File: src/rtl/cordic_twiddle_gen.sv
module cordic_twiddle_gen #(
  parameter int ANG_W    = 17,
  parameter int ANG_FRAC = 8,
  parameter int DATA_W   = 16,
  parameter int ITERS    = 9,
  parameter int K_INIT   = 9950
) (
  input  logic                     clk,
  input  logic                     rst_n,
  input  logic                     start,
  input  logic [ANG_W-1:0]         angle_in,
  output logic                     done,
  output logic signed [DATA_W-1:0] cos_out,
  output logic signed [DATA_W-1:0] sin_out
);
  localparam int ZW = ANG_W + 1;
  localparam int IW = (ITERS > 1) ? $clog2(ITERS) : 1;
  localparam logic [ANG_W-1:0] D90   = ANG_W'(90  << ANG_FRAC);
  localparam logic [ANG_W-1:0] D180  = ANG_W'(180 << ANG_FRAC);
  localparam logic [ANG_W-1:0] D270  = ANG_W'(270 << ANG_FRAC);
  localparam logic [ANG_W-1:0] D360  = ANG_W'(360 << ANG_FRAC);
  localparam logic [ANG_W-1:0] SNAP_LO = ANG_W'(5  << ANG_FRAC);
  localparam logic [ANG_W-1:0] SNAP_HI = ANG_W'(85 << ANG_FRAC);
  localparam logic signed [DATA_W-1:0] ONE  = DATA_W'(1 << (DATA_W-2));
  localparam logic signed [DATA_W-1:0] XSTART = DATA_W'(K_INIT);

  typedef enum logic [1:0] {AX_NONE, AX_ZERO, AX_NINETY} axis_t;

  function automatic logic signed [ZW-1:0] elem_angle(input logic [IW-1:0] i);
    logic [31:0] v;
    case (int'(i))
      0:  v = 32'd2949120;
      1:  v = 32'd1740967;
      2:  v = 32'd919879;
      3:  v = 32'd466945;
      4:  v = 32'd234379;
      5:  v = 32'd117304;
      6:  v = 32'd58666;
      7:  v = 32'd29335;
      8:  v = 32'd14668;
      9:  v = 32'd7334;
      10: v = 32'd3667;
      11: v = 32'd1833;
      12: v = 32'd917;
      13: v = 32'd458;
      14: v = 32'd229;
      15: v = 32'd115;
      default: v = 32'd0;
    endcase
    return ZW'((v + (32'd1 << (15 - ANG_FRAC))) >> (16 - ANG_FRAC));
  endfunction

  logic                     busy;
  logic [IW-1:0]            iter;
  logic signed [DATA_W-1:0] x, y, xn, yn, rc, rs;
  logic signed [ZW-1:0]     z, zn, ea;
  logic                     neg_c, neg_s, f_nc, f_ns;
  axis_t                    axis, f_axis;
  logic [ANG_W-1:0]         w;

  always_comb begin
    f_nc = 1'b0;
    f_ns = 1'b0;
    if (angle_in < D90) begin
      w = angle_in;
    end else if (angle_in < D180) begin
      w = D180 - angle_in;
      f_nc = 1'b1;
    end else if (angle_in < D270) begin
      w = angle_in - D180;
      f_nc = 1'b1;
      f_ns = 1'b1;
    end else if (angle_in < D360) begin
      w = D360 - angle_in;
      f_ns = 1'b1;
    end else begin
      w = angle_in;
    end
    if (w <= SNAP_LO)      f_axis = AX_ZERO;
    else if (w >= SNAP_HI) f_axis = AX_NINETY;
    else                   f_axis = AX_NONE;
  end

  assign ea = elem_angle(iter);

  always_comb begin
    if (!z[ZW-1]) begin
      xn = x - (y >>> iter);
      yn = y + (x >>> iter);
      zn = z - ea;
    end else begin
      xn = x + (y >>> iter);
      yn = y - (x >>> iter);
      zn = z + ea;
    end
    case (axis)
      AX_ZERO:   begin rc = ONE; rs = '0;  end
      AX_NINETY: begin rc = '0;  rs = ONE; end
      default:   begin rc = xn;  rs = yn;  end
    endcase
  end

  always_ff @(posedge clk or negedge rst_n) begin
    if (!rst_n) begin
      busy    <= 1'b0;
      iter    <= '0;
      x       <= '0;
      y       <= '0;
      z       <= '0;
      neg_c   <= 1'b0;
      neg_s   <= 1'b0;
      axis    <= AX_NONE;
      done    <= 1'b0;
      cos_out <= '0;
      sin_out <= '0;
    end else begin
      done <= 1'b0;
      if (!busy) begin
        if (start) begin
          busy  <= 1'b1;
          iter  <= '0;
          x     <= XSTART;
          y     <= '0;
          z     <= ZW'(w);
          neg_c <= f_nc;
          neg_s <= f_ns;
          axis  <= f_axis;
        end
      end else begin
        x <= xn;
        y <= yn;
        z <= zn;
        if (iter == IW'(ITERS - 1)) begin
          busy    <= 1'b0;
          done    <= 1'b1;
          cos_out <= neg_c ? -rc : rc;
          sin_out <= neg_s ? -rs : rs;
        end else begin
          iter <= iter + 1'b1;
        end
      end
    end
  end
endmodule

File: config.mk
export PLATFORM = sky130hd
export DESIGN_NAME = cordic_twiddle_gen
export DESIGN_NICKNAME = d
export VERILOG_FILES = /design/src/rtl/cordic_twiddle_gen.sv
export SDC_FILE = /design/constraint.sdc
export NUM_CORES = 1
export LEC_CHECK = 0
export BUFFER_PORTS_ARGS = -buffer_cell sky130_fd_sc_hd__clkbuf_2
export CORE_MARGIN = 2
export CORE_UTILIZATION = 26
export DETAILED_ROUTE_END_ITERATION = 8
export REMOVE_ABC_BUFFERS = 1
export SYNTH_ARGS = -nofsm -noshare
export SYNTH_HDL_FRONTEND = slang
export SYNTH_SLANG_ARGS = --single-unit
File: constraint.sdc
create_clock -name clk -period 6.2 [get_ports clk]
set_input_delay 0.62 -clock clk [delete_from_list [all_inputs] [get_ports clk]]
set_output_delay 0.62 -clock clk [all_outputs]
set_load 0.1 [all_outputs]
==> flow_summary_export.csv, run 1 <==
group,metric,value,unit
status,status,"complete, no violations",
floorplan,coreArea,0.04065,mm^2
synthesis,synth_flop_cell,"dfrtp_1",
place,place_hpwl,22.97,mm
global_routing,overflow,0,
timing,setup_viol,0,
timing,tightest_slew,0.9071,ns
detailed_routing,vias_per_cell,5.330,
final_layout,seq_area,0.002308,mm^2
timing,fin_ws,0.4157,ns
clocking,cts.path.max_buffers,2,
timing,max_freq,0.1729,GHz
final_layout,fin_nets,1461,
clocking,cts_buffers,9,
synthesis,syn_area_per_cell,7.825,um^2
global_routing,grt_start_max_net_pins,65,
timing,rsz0062_at_grt,"no",
timing,hold_viol,0,
floorplan,die_h,206.4,um
floorplan,rows,74,
detailed_routing,wl,31.00,mm
hold_path,hp-class,"input pin to async pin",
setup_path,cp.required,6.48,ns
clocking,tritoncts,"yes",
synthesis,synth.distinct_cells,89,
final_layout,fin_cells,1906,
synthesis,synth_edf_count,0,
run,maxCapViolCount,0,
floorplan,die_x,206.4,um
global_routing,grt_usage,0.1492,
synthesis,synth_area_leader_cell,"dfrtp_1",
setup_path,critPathCaptureType,"flip-flop",
clocking,insertion_delay,0.37,ns
clocking,clockRootBuffer,"clkbuf_16",
clocking,cts.clk_slew.worst_paths,0.08,ns
synthesis,ys_ff_latch,92,
synthesis,synthCells,1361,
timing,finalCritPeriodShare,0.9329,
timing,final_max_slew_viol_count,0,
place,dpl.cell_count,1890,
clocking,ctsHoldBuffers,0,
final_layout,area_delta_synth_final,9.915,%
detailed_routing,postRouteAntennaNets,0,
place,port_buffers,52,
global_routing,grt_pass1_vias,9647,
global_routing,grt_pass1_wl,51.23,mm
global_routing,antenna_found_initial,0,
synthesis,synth_area,0.01065,mm^2
synthesis,synth.area.top_cells,"dfrtp_1 (22%), ha_1 (8.1%), nand2_1 (6.2%)",
detailed_routing,drt-initial-drc-count,879,
setup_path,cp_max_fo,13,
setup_path,critPathArrivalTime,6.06,ns
timing,period_needed,5.784,ns
floorplan,ios,53,
place,routabilityCongestion,0.9057,
final_layout,diodes,0,
setup_path,start_kind,"flip-flop",
timing,slew_headroom,0.3931,
clocking,htree_levels,3,
place,pre_cts_slack,0.5060,ns
final_layout,multi_input_area,0.007829,mm^2
synthesis,yosys_warnings,0,
floorplan,dieArea,0.04260,mm^2
detailed_routing,wl_per_cell,16.26,um
final_layout,fillers,4327,
detailed_routing,firstDrtPassIters,5,
final_layout,fin_util,0.2880,
synthesis,async_reset_ff_frac,1.000,
detailed_routing,vias,10160,
final_layout,drive_gt1_frac,0.1092,
setup_path,crit_type,"flip-flop to flip-flop",
synthesis,synth_top_area_share,0.2162,
timing,skew,0.01805,ns
clocking,cts.sinks,92,
detailed_routing,post-route-drc-count,0,
floorplan,initial_core_util,0.2620,
synthesis,yosysSeqAreaShare,0.2162,
==> registers in the layout (all words and copies together) (netlist names) <==
name,cells
axis,2
busy,1
cos_out,16
done,1
iter,4
neg_c,1
neg_s,1
sin_out,16
x,16
y,16
z,18
==> area by class of cell <==
type | instances | area share
inverters | 52 | 0.01667
flip-flops and latches | 92 | 0.1972
well taps | 532 | 0.05686
multi-input cells | 1143 | 0.6688
clock inverters | 6 | 0.005451
repair buffers | 71 | 0.03463
clock buffers | 10 | 0.02041
==> cells in the final DEF (no fill, tap or decap), types with 15 or more instances in the layout <==
cell type | synthesis | final
nand2_1 | 175 | 174
o21ai_0 | 119 | 119
nor2_1 | 109 | 109
dfrtp_1 | 92 | 89
a21oi_1 | 83 | 83
ha_1 | 69 | 69
xnor2_1 | 59 | 59
clkbuf_2 | 0 | 51
xor2_1 | 50 | 50
inv_1 | 48 | 48
nor3_1 | 43 | 43
mux2i_1 | 29 | 29
a31oi_1 | 24 | 24
nand3_1 | 23 | 23
o21ai_1 | 21 | 21
o31ai_1 | 20 | 20
buf_4 | 4 | 20
mux4_2 | 19 | 19
a21o_1 | 19 | 19
o211ai_1 | 18 | 18
and2_1 | 15 | 15
nor2b_1 | 15 | 15
==> per-stage QoR <==
| stage | setup TNS [ns] | hold WS [ns] | instance area, um^2 |
|---|---|---|---|
| 2_1_floorplan | -0.2020 | 0.3244 | 10320 |
| 4_1_cts | 0 | 0.2762 | 11700 |
| 6_report | 0 | 0.2666 | 11710 |
| 5_1_grt | 0 | 0.3183 | 11710 |
| 3_3_place_gp | 0 | 0.4633 | 11400 |
| 3_5_place_dp | 0 | 0.4704 | 11400 |
==> layer usage <==
| layer | track usage | part of all wire |
|---|---|---|
| met1 | 0.2062 | 0.48 |
| met2 | 0.2409 | 0.45 |
| met3 | 0.02318 | 0.053 |
| met4 | 0.03903 | 0.018 |
| met5 | 0 | 0 |
==> cells in the mapped netlist (18+ instances only) <==
cell	count
a21o_1	19
a21oi_1	83
a31oi_1	24
clkbuf_1	48
dfrtp_1	92
ha_1	69
inv_1	48
mux2i_1	29
mux4_2	19
nand2_1	175
nand3_1	23
nor2_1	109
nor3_1	43
o211ai_1	18
o21ai_0	119
o21ai_1	21
o31ai_1	20
xnor2_1	59
xor2_1	50
==> cells by family (layout without fill, tap and decap cells) <==
| kind of cell | after synthesis | in the layout | synth area share |
|---|---|---|---|
| flops | 92 | 92 | 0.2162 |
| xor+xnor | 113 | 113 | 0.09821 |
| mux | 63 | 63 | 0.08329 |
| fa+ha+maj | 72 | 72 | 0.08670 |
| simple gates | 474 | 474 | 0.2108 |
| compound gates | 421 | 421 | 0.2559 |
| buf+inv | 126 | 139 | 0.04899 |
==> repair_timing <==
item                                    in CTS  in global routing
gates resized for setup                      0                  1
setup buffers                                0                  0
endpoints found under the setup margin       0                  1
==> final timing paths <==
check	slack, ns	cells after the start	endpoint	from
setup reg to reg	0.42	20	sin_out[15]$_DFFE_PN0P_	iter[0]$_DFFE_PN0P_
hold reg to reg	0.48	2	cos_out[6]$_DFFE_PN0P_	cos_out[6]$_DFFE_PN0P_
hold / removal	0.27	1	y[4]$_DFFE_PN0P_	rst_n
setup / recovery	0.42	20	sin_out[15]$_DFFE_PN0P_	iter[0]$_DFFE_PN0P_
min in group clk	0.48	2	cos_out[6]$_DFFE_PN0P_	cos_out[6]$_DFFE_PN0P_
max in group asynchronous	4.82	2	iter[0]$_DFFE_PN0P_	rst_n
==> critical path, cell delays in order (launching register included) <==
cell	delay [ns]
dfrtp_2	0.57
buf_4	0.29
mux4_2	0.54
mux2i_1	0.34
nand2_1	0.09
o21ai_0	0.14
ha_1	0.22
and2_1	0.18
and3_1	0.25
nor2_1	0.07
xor2_1	0.18
ha_1	0.42
a21o_1	0.18
a31o_2	0.19
nor3_1	0.05
a2111oi_0	0.69
o21ai_0	0.21
a31o_2	0.31
o41ai_1	0.45
nand3_1	0.12
a31oi_1	0.19
Power of run 1 is left out: the tool's default activity adds up to more than one toggle a clock period on the data nets, which glitch-free logic cannot reach.
==> inputs of run 2 (changes only) <==
--- a/config.mk
+++ b/config.mk
@@ -5,6 +5,7 @@
 export SDC_FILE = /design/constraint.sdc
 export NUM_CORES = 1
 export LEC_CHECK = 0
+export ABC_AREA = 1
 export BUFFER_PORTS_ARGS = -buffer_cell sky130_fd_sc_hd__clkbuf_2
 export CORE_MARGIN = 2
 export CORE_UTILIZATION = 26
==> run 2 against run 1 <==
Via count increased by 6.8%. Clock skew is 0.0027 ns lower. Setup slack better by 0.92 ns. Sequential share of layout area is 0.22 points higher. Die area shrank 1.5%. Routed wire length grew 2.6%. Worst hold slack got worse by 0.011 ns. Flip-flop and latch count unchanged. Critical path depth rose by 13. First-iteration DRC count down 11%. Non-clock buffer count decreased by 5. Critical path type unchanged. Critical endpoint is now z[16]$_DFFE_PN0P_. Largest cell class unchanged.
==> flow_summary_export.csv, run 2 <==
group,metric,value,unit
timing,period_needed,4.865,ns
synthesis,yosys_warnings,0,
setup_path,cp_max_fo,30,
floorplan,rows,73,
timing,fin_ws,1.335,ns
floorplan,coreArea,0.03973,mm^2
setup_path,r2r_end,"z[16]$_DFFE_PN0P_",
synthesis,synth_flop_cell,"dfrtp_1",
timing,whs,0.2557,ns
final_layout,fin_nets,1807,
synthesis,synth.area.top_cells,"dfrtp_1 (22%), nand2_1 (19%), nand3_1 (9.0%)",
setup_path,start_kind,"flip-flop",
detailed_routing,vias_per_cell,4.832,
timing,skew,0.01532,ns
global_routing,grt_start_max_net_pins,51,
final_layout,diodes,0,
clocking,cts.path.max_buffers,2,
timing,rsz0062_at_grt,"no",
status,status,"complete, no violations",
synthesis,synth.distinct_cells,52,
floorplan,dieArea,0.04196,mm^2
timing,finalCritPeriodShare,0.7847,
detailed_routing,wl,31.82,mm
place,port_buffers,52,
final_layout,layout_commonest_cell,"nand2_1",
setup_path,critPathArrivalTime,5.15,ns
clocking,htree_levels,3,
setup_path,critPathCaptureType,"flip-flop",
synthesis,async_reset_ff_frac,1.000,
floorplan,die_x,204.9,um
timing,slew_headroom,0.1943,
setup_path,crit_type,"flip-flop to flip-flop",
floorplan,die_h,204.9,um
final_layout,layout_common_cells,"nand2_1 (542), inv_1 (189), nand3_1 (188), nor2_1 (124), o21ai_0 (108)",
setup_path,crit_path_max_incr_delay,0.40,ns
synthesis,synth_area_leader_cell,"dfrtp_1",
global_routing,antenna_found_initial,0,
setup_path,r2r_slack,1.33,ns
final_layout,area_delta_synth_final,10.07,%
global_routing,overflow,0,
global_routing,grt_pass1_vias,10400,
global_routing,grt_usage,0.1549,
floorplan,ios,53,
synthesis,yosysSeqAreaShare,0.2195,
clocking,ctsHoldBuffers,0,
synthesis,post-synth-top-count-cell,"nand2_1",
clocking,tritoncts,"yes",
clocking,insertion_delay,0.38,ns
synthesis,ys_ff_latch,92,
detailed_routing,vias,10850,
global_routing,grt_pass1_wl,52.31,mm
detailed_routing,drt-initial-drc-count,780,
place,pre_cts_slack,1.435,ns
clocking,cts_buffers,9,
clocking,cts_setup_buffers,0,
setup_path,cp.required,6.49,ns
clocking,clockRootBuffer,"clkbuf_16",
clocking,cts.clk_slew.worst_paths,0.07,ns
timing,max_freq,0.2055,GHz
timing,hold_viol,0,
detailed_routing,wl_per_cell,14.17,um
final_layout,largest_reg_flops,18,
timing,tns,0,ns
place,routabilityCongestion,0.9026,
place,placed_area,0.01121,mm^2
timing,setup_viol,0,
synthesis,synth_common_cells,"nand2_1 (542), inv_1 (189), nand3_1 (188)",
setup_path,ff2ff_path_depth,33,
detailed_routing,firstDrtPassIters,5,
synthesis,synth_edf_count,0,
final_layout,finalInstanceArea,0.01154,mm^2
synthesis,synthCells,1692,
synthesis,synth_top_area_share,0.2195,
place,place_hpwl,25.00,mm
detailed_routing,postRouteAntennaNets,0,
hold_path,hp-class,"input pin to async pin",
final_layout,regMostFlops,"z",
timing,final_max_slew_viol_count,0,
timing,tightest_slew,1.207,ns
clocking,cts.sinks,92,
synthesis,syn_area_per_cell,6.199,um^2
run,maxCapViolCount,0,
final_layout,drive_gt1_frac,0.08140,
floorplan,initial_core_util,0.2640,
detailed_routing,post-route-drc-count,0,
setup_path,crit_top_cell,"nand2_1",
setup_path,cp_slowest_cell,"inv_2",
clocking,postCtsResizedCells,0,
synthesis,synth_area,0.01049,mm^2
setup_path,r2r_start,"iter[1]$_DFFE_PN0P_",
run 2: cell count changes after synthesis, moves of 23 or more:
cell and delta:
nand4_1 +24, xnor2_1 -34, mux2i_1 -28, nor3_1 -28, nand3_1 +165, inv_1 +141, a31oi_1 -23, nand2_1 +367
clkbuf_1 -26
run 2: stage by stage:
| step | instances | utilization |
|---|---|---|
| after floorplan | 1638 | - |
| after global placement | 2229 | 0.2822 |
| after detailed placement | 2229 | 0.2822 |
| after CTS | 2245 | 0.2906 |
| after global routing | 2245 | 0.2906 |
| final | 2245 | 0.2906 |
run 2: logic make-up (layout without fill, tap and decap cells):
group / after synthesis / in the layout / share of synthesized area
muxes: 1 / 1 / 0.0009544
AOI/OAI and AO/OA: 254 / 254 / 0.1414
buffers and inverters: 253 / 281 / 0.1004
xor gates and xnor gates: 73 / 73 / 0.06239
and+or+nand+nor: 947 / 947 / 0.3873
adders and majority gates: 72 / 72 / 0.08804
DFF: 92 / 92 / 0.2195
run 2: how the worst max path moves through the flow:
stage	endpoint	slack, ns	startpoint	depth (start not counted)
after detailed placement	z[16]$_DFFE_PN0P_	1.44	iter[2]$_DFFE_PN0P_	31
after global routing	z[16]$_DFFE_PN0P_	0.75	iter[1]$_DFFE_PN0P_	33
after CTS	z[16]$_DFFE_PN0P_	1.39	iter[2]$_DFFE_PN0P_	31
final	z[16]$_DFFE_PN0P_	1.33	iter[1]$_DFFE_PN0P_	33
after floorplan	z[16]$_DFFE_PN0P_	1.07	iter[0]$_DFFE_PN0P_	33
after global placement	z[16]$_DFFE_PN0P_	1.56	iter[2]$_DFFE_PN0P_	31
run 2: layout make-up:
class	instances	area, um^2
Fill cell	4503	28190
Multi-Input combinational cell	1347	7136
Sequential cell	92	2302
Inverter	199	749.5
Tap cell	525	656.9
Timing Repair Buffer	66	367.9
Clock buffer	10	239.0
Clock inverter	6	93.84
run 2: worst max-delay path, delay by kind of cell (launching register included):
family / cells / cell delay [ns]
fa+ha+maj: 3 / 0.95
simple gates: 19 / 1.79
flops: 1 / 0.39
compound gates: 4 / 0.45
xor+xnor: 2 / 0.45
buf+inv: 5 / 0.72
run 2: routing by layer:
metal  vias to the layer above  routed length (um)  track usage  part of all wire
met5                         -                   0            0                 0
met4                         0                 544      0.03700             0.017
met3                        34                1277      0.02689             0.040
met2                       215               15170       0.2697              0.48
met1                      5002               14820       0.1981              0.47
li1                       5596                   -            -                 -
Power of run 2 is left out for the same reason.
==> inputs of run 3 (changes only) <==
==> constraint.sdc (replaced) <==
create_clock -name clk -period 4.3 [get_ports clk]
set_input_delay 0.43 -clock clk [delete_from_list [all_inputs] [get_ports clk]]
set_output_delay 0.43 -clock clk [all_outputs]
set_load 0.1 [all_outputs]
==> run 3 against run 2 <==
Via count increased by 7.9%. Largest cell class unchanged. Final area increased by 21%. Critical endpoint unchanged. Highest routed layer unchanged. Flip-flop and latch count unchanged.
==> flow_summary_export.csv, run 3 (same netlist as run 2, synthesis figures left out) <==
group,metric,value,unit
clocking,clockRootBuffer,"clkbuf_16",
place,routabilityCongestion,0.8765,
timing,tightest_slew,0.8374,ns
setup_path,cp_max_fo,5,
timing,setup_viol,0,
hold_path,min_to,"z[6]$_DFFE_PN0P_",
timing,skew,0.01941,ns
final_layout,largest_reg_flops,18,
clocking,htree_levels,3,
setup_path,start_kind,"flip-flop",
setup_path,ff2ff_path_depth,31,
hold_path,worstHoldStart,"angle_in[6]",
clocking,cts_buffers,9,
floorplan,rows,73,
detailed_routing,post-route-drc-count,0,
detailed_routing,firstDrtPassIters,6,
timing,whs,0.4090,ns
detailed_routing,vias_per_cell,4.907,
setup_path,crit_buf_inv,6,
run,maxCapViolCount,0,
final_layout,fin_cells,2386,
hold_path,whs_path_depth,4,
detailed_routing,postRouteAntennaNets,0,
clocking,insertion_delay,0.38,ns
timing,final_max_slew_viol_count,0,
global_routing,overflow,0,
timing,hold_viol,0,
floorplan,dieArea,0.04196,mm^2
place,dpl.cell_count,2334,
setup_path,crit_path_max_incr_delay,0.45,ns
setup_path,cp.required,4.58,ns
final_layout,layout_common_cells,"nand2_1 (482), inv_1 (177), nand3_1 (148), buf_4 (142), nor2_1 (95)",
floorplan,die_h,204.9,um
clocking,tritoncts,"yes",
clocking,cts.sinks,92,
final_layout,seq_area,0.002307,mm^2
final_layout,fin_nets,1948,
clocking,cts.path.max_buffers,2,
floorplan,ios,53,
final_layout,fillers,4246,
floorplan,initial_core_util,0.2640,
setup_path,crit_type,"flip-flop to flip-flop",
setup_path,r2r_slack,0.08,ns
final_layout,regMostFlops,"z",
timing,slew_headroom,0.4411,
floorplan,coreArea,0.03973,mm^2
timing,finalCritPeriodShare,0.9821,
detailed_routing,wl_per_cell,14.84,um
setup_path,crit_top_cell,"nand2_1",
final_layout,drive_gt1_frac,0.2762,
global_routing,grt_pass1_vias,10970,
timing,max_freq,0.2368,GHz
floorplan,die_x,204.9,um
final_layout,layout_commonest_cell,"nand2_1",
hold_path,hp-class,"input pin to flip-flop",
timing,period_needed,4.223,ns
setup_path,r2r_end,"z[16]$_DFFE_PN0P_",
clocking,cts.clk_slew.worst_paths,0.08,ns
global_routing,grt_start_max_net_pins,55,
place,place_hpwl,26.00,mm
detailed_routing,wl,35.41,mm
global_routing,grt_pass1_wl,54.29,mm
detailed_routing,drt-initial-drc-count,773,
setup_path,r2r_start,"iter[0]$_DFFE_PN0P_",
setup_path,critPathArrivalTime,4.51,ns
place,port_buffers,52,
status,status,"complete, no violations",
global_routing,grt_usage,0.1598,
setup_path,cp_slowest_cell,"dfrtp_2",
setup_path,crit_start,"iter[0]$_DFFE_PN0P_",
final_layout,multi_input_area,0.008312,mm^2
detailed_routing,vias,11710,
final_layout,diodes,0,
setup_path,critPathTopFamily,"simple AND/OR/NAND/NOR gates",
setup_path,critPathCaptureType,"flip-flop",
final_layout,area_delta_synth_final,32.71,%
timing,rsz0062_at_grt,"yes",
global_routing,antenna_found_initial,0,
run 3: cell types whose count changed in the layout (fill, tap and decap cells not counted), moves of 24 or more:
cell	previous run	this run
nand3_2	7	42
nand2_2	8	62
o21ai_0	108	75
ha_1	69	41
nand3_1	188	148
nor2_2	6	30
nor2_1	124	95
nand2_1	542	482
buf_4	15	142
run 3: through the flow:
stage | TNS [ns] | util | instance area, um^2 | worst slack, ns
final | 0 | 0.3503 | 13920 | 0.07700
after global routing | -1.194 | 0.3503 | 13920 | -0.2830
after CTS | -0.001141 | 0.3128 | 12430 | -0.001141
after detailed placement | -0.2669 | 0.3033 | 12050 | -0.1394
after global placement | 0 | 0.3033 | 12050 | 0.05161
after floorplan | -6.909 | - | 10180 | -0.8341
run 3: metal layers:
layer  vias to the layer above  GRT usage  wire (um)  share of wire
li1                       5858          -          -              -
met2                       269     0.2788      17310           0.49
met3                        50    0.02259       1535          0.043
met4                         0    0.04728        814          0.023
met5                         -          0          0              0
met1                      5530     0.2036      15750           0.44
run 3: what timing repair did:
action / 4_1_cts / 5_1_grt
hold buffers: 1 / 0
setup endpoints to repair: 4 / 30
gates cloned: 0 / 3
pin swaps: 0 / 112
buffers inserted: 1 / 31
endpoints found under the hold margin: 6 / 0
gates resized for setup: 10 / 308
run 3: cell type report:
cell class,count,area share
Tap cell,525,0.04719
Inverter,199,0.05438
Timing Repair Buffer,207,0.1123
Clock buffer,9,0.01618
Multi-Input combinational cell,1347,0.5971
Sequential cell,92,0.1658
Clock inverter,7,0.007101
run 3: how the worst max path moves through the flow:
stage / slack [ns] / endpoint / depth (start not counted)
after floorplan: -0.83 / z[16]$_DFFE_PN0P_ / 33
after global placement: 0.05 / z[16]$_DFFE_PN0P_ / 32
after CTS: -0.001 / z[17]$_DFFE_PN0P_ / 32
after global routing: -0.28 / z[16]$_DFFE_PN0P_ / 32
after detailed placement: -0.14 / z[17]$_DFFE_PN0P_ / 32
final: 0.08 / z[16]$_DFFE_PN0P_ / 31
run 3: worst min-delay path: cells and delay by family:
family,cells,cell delay [ns]
AOI/OAI and AO/OA,1,0.08
buffers and inverters,1,0.08
and+or+nand+nor,2,0.13
Power of run 3 is left out for the same reason.
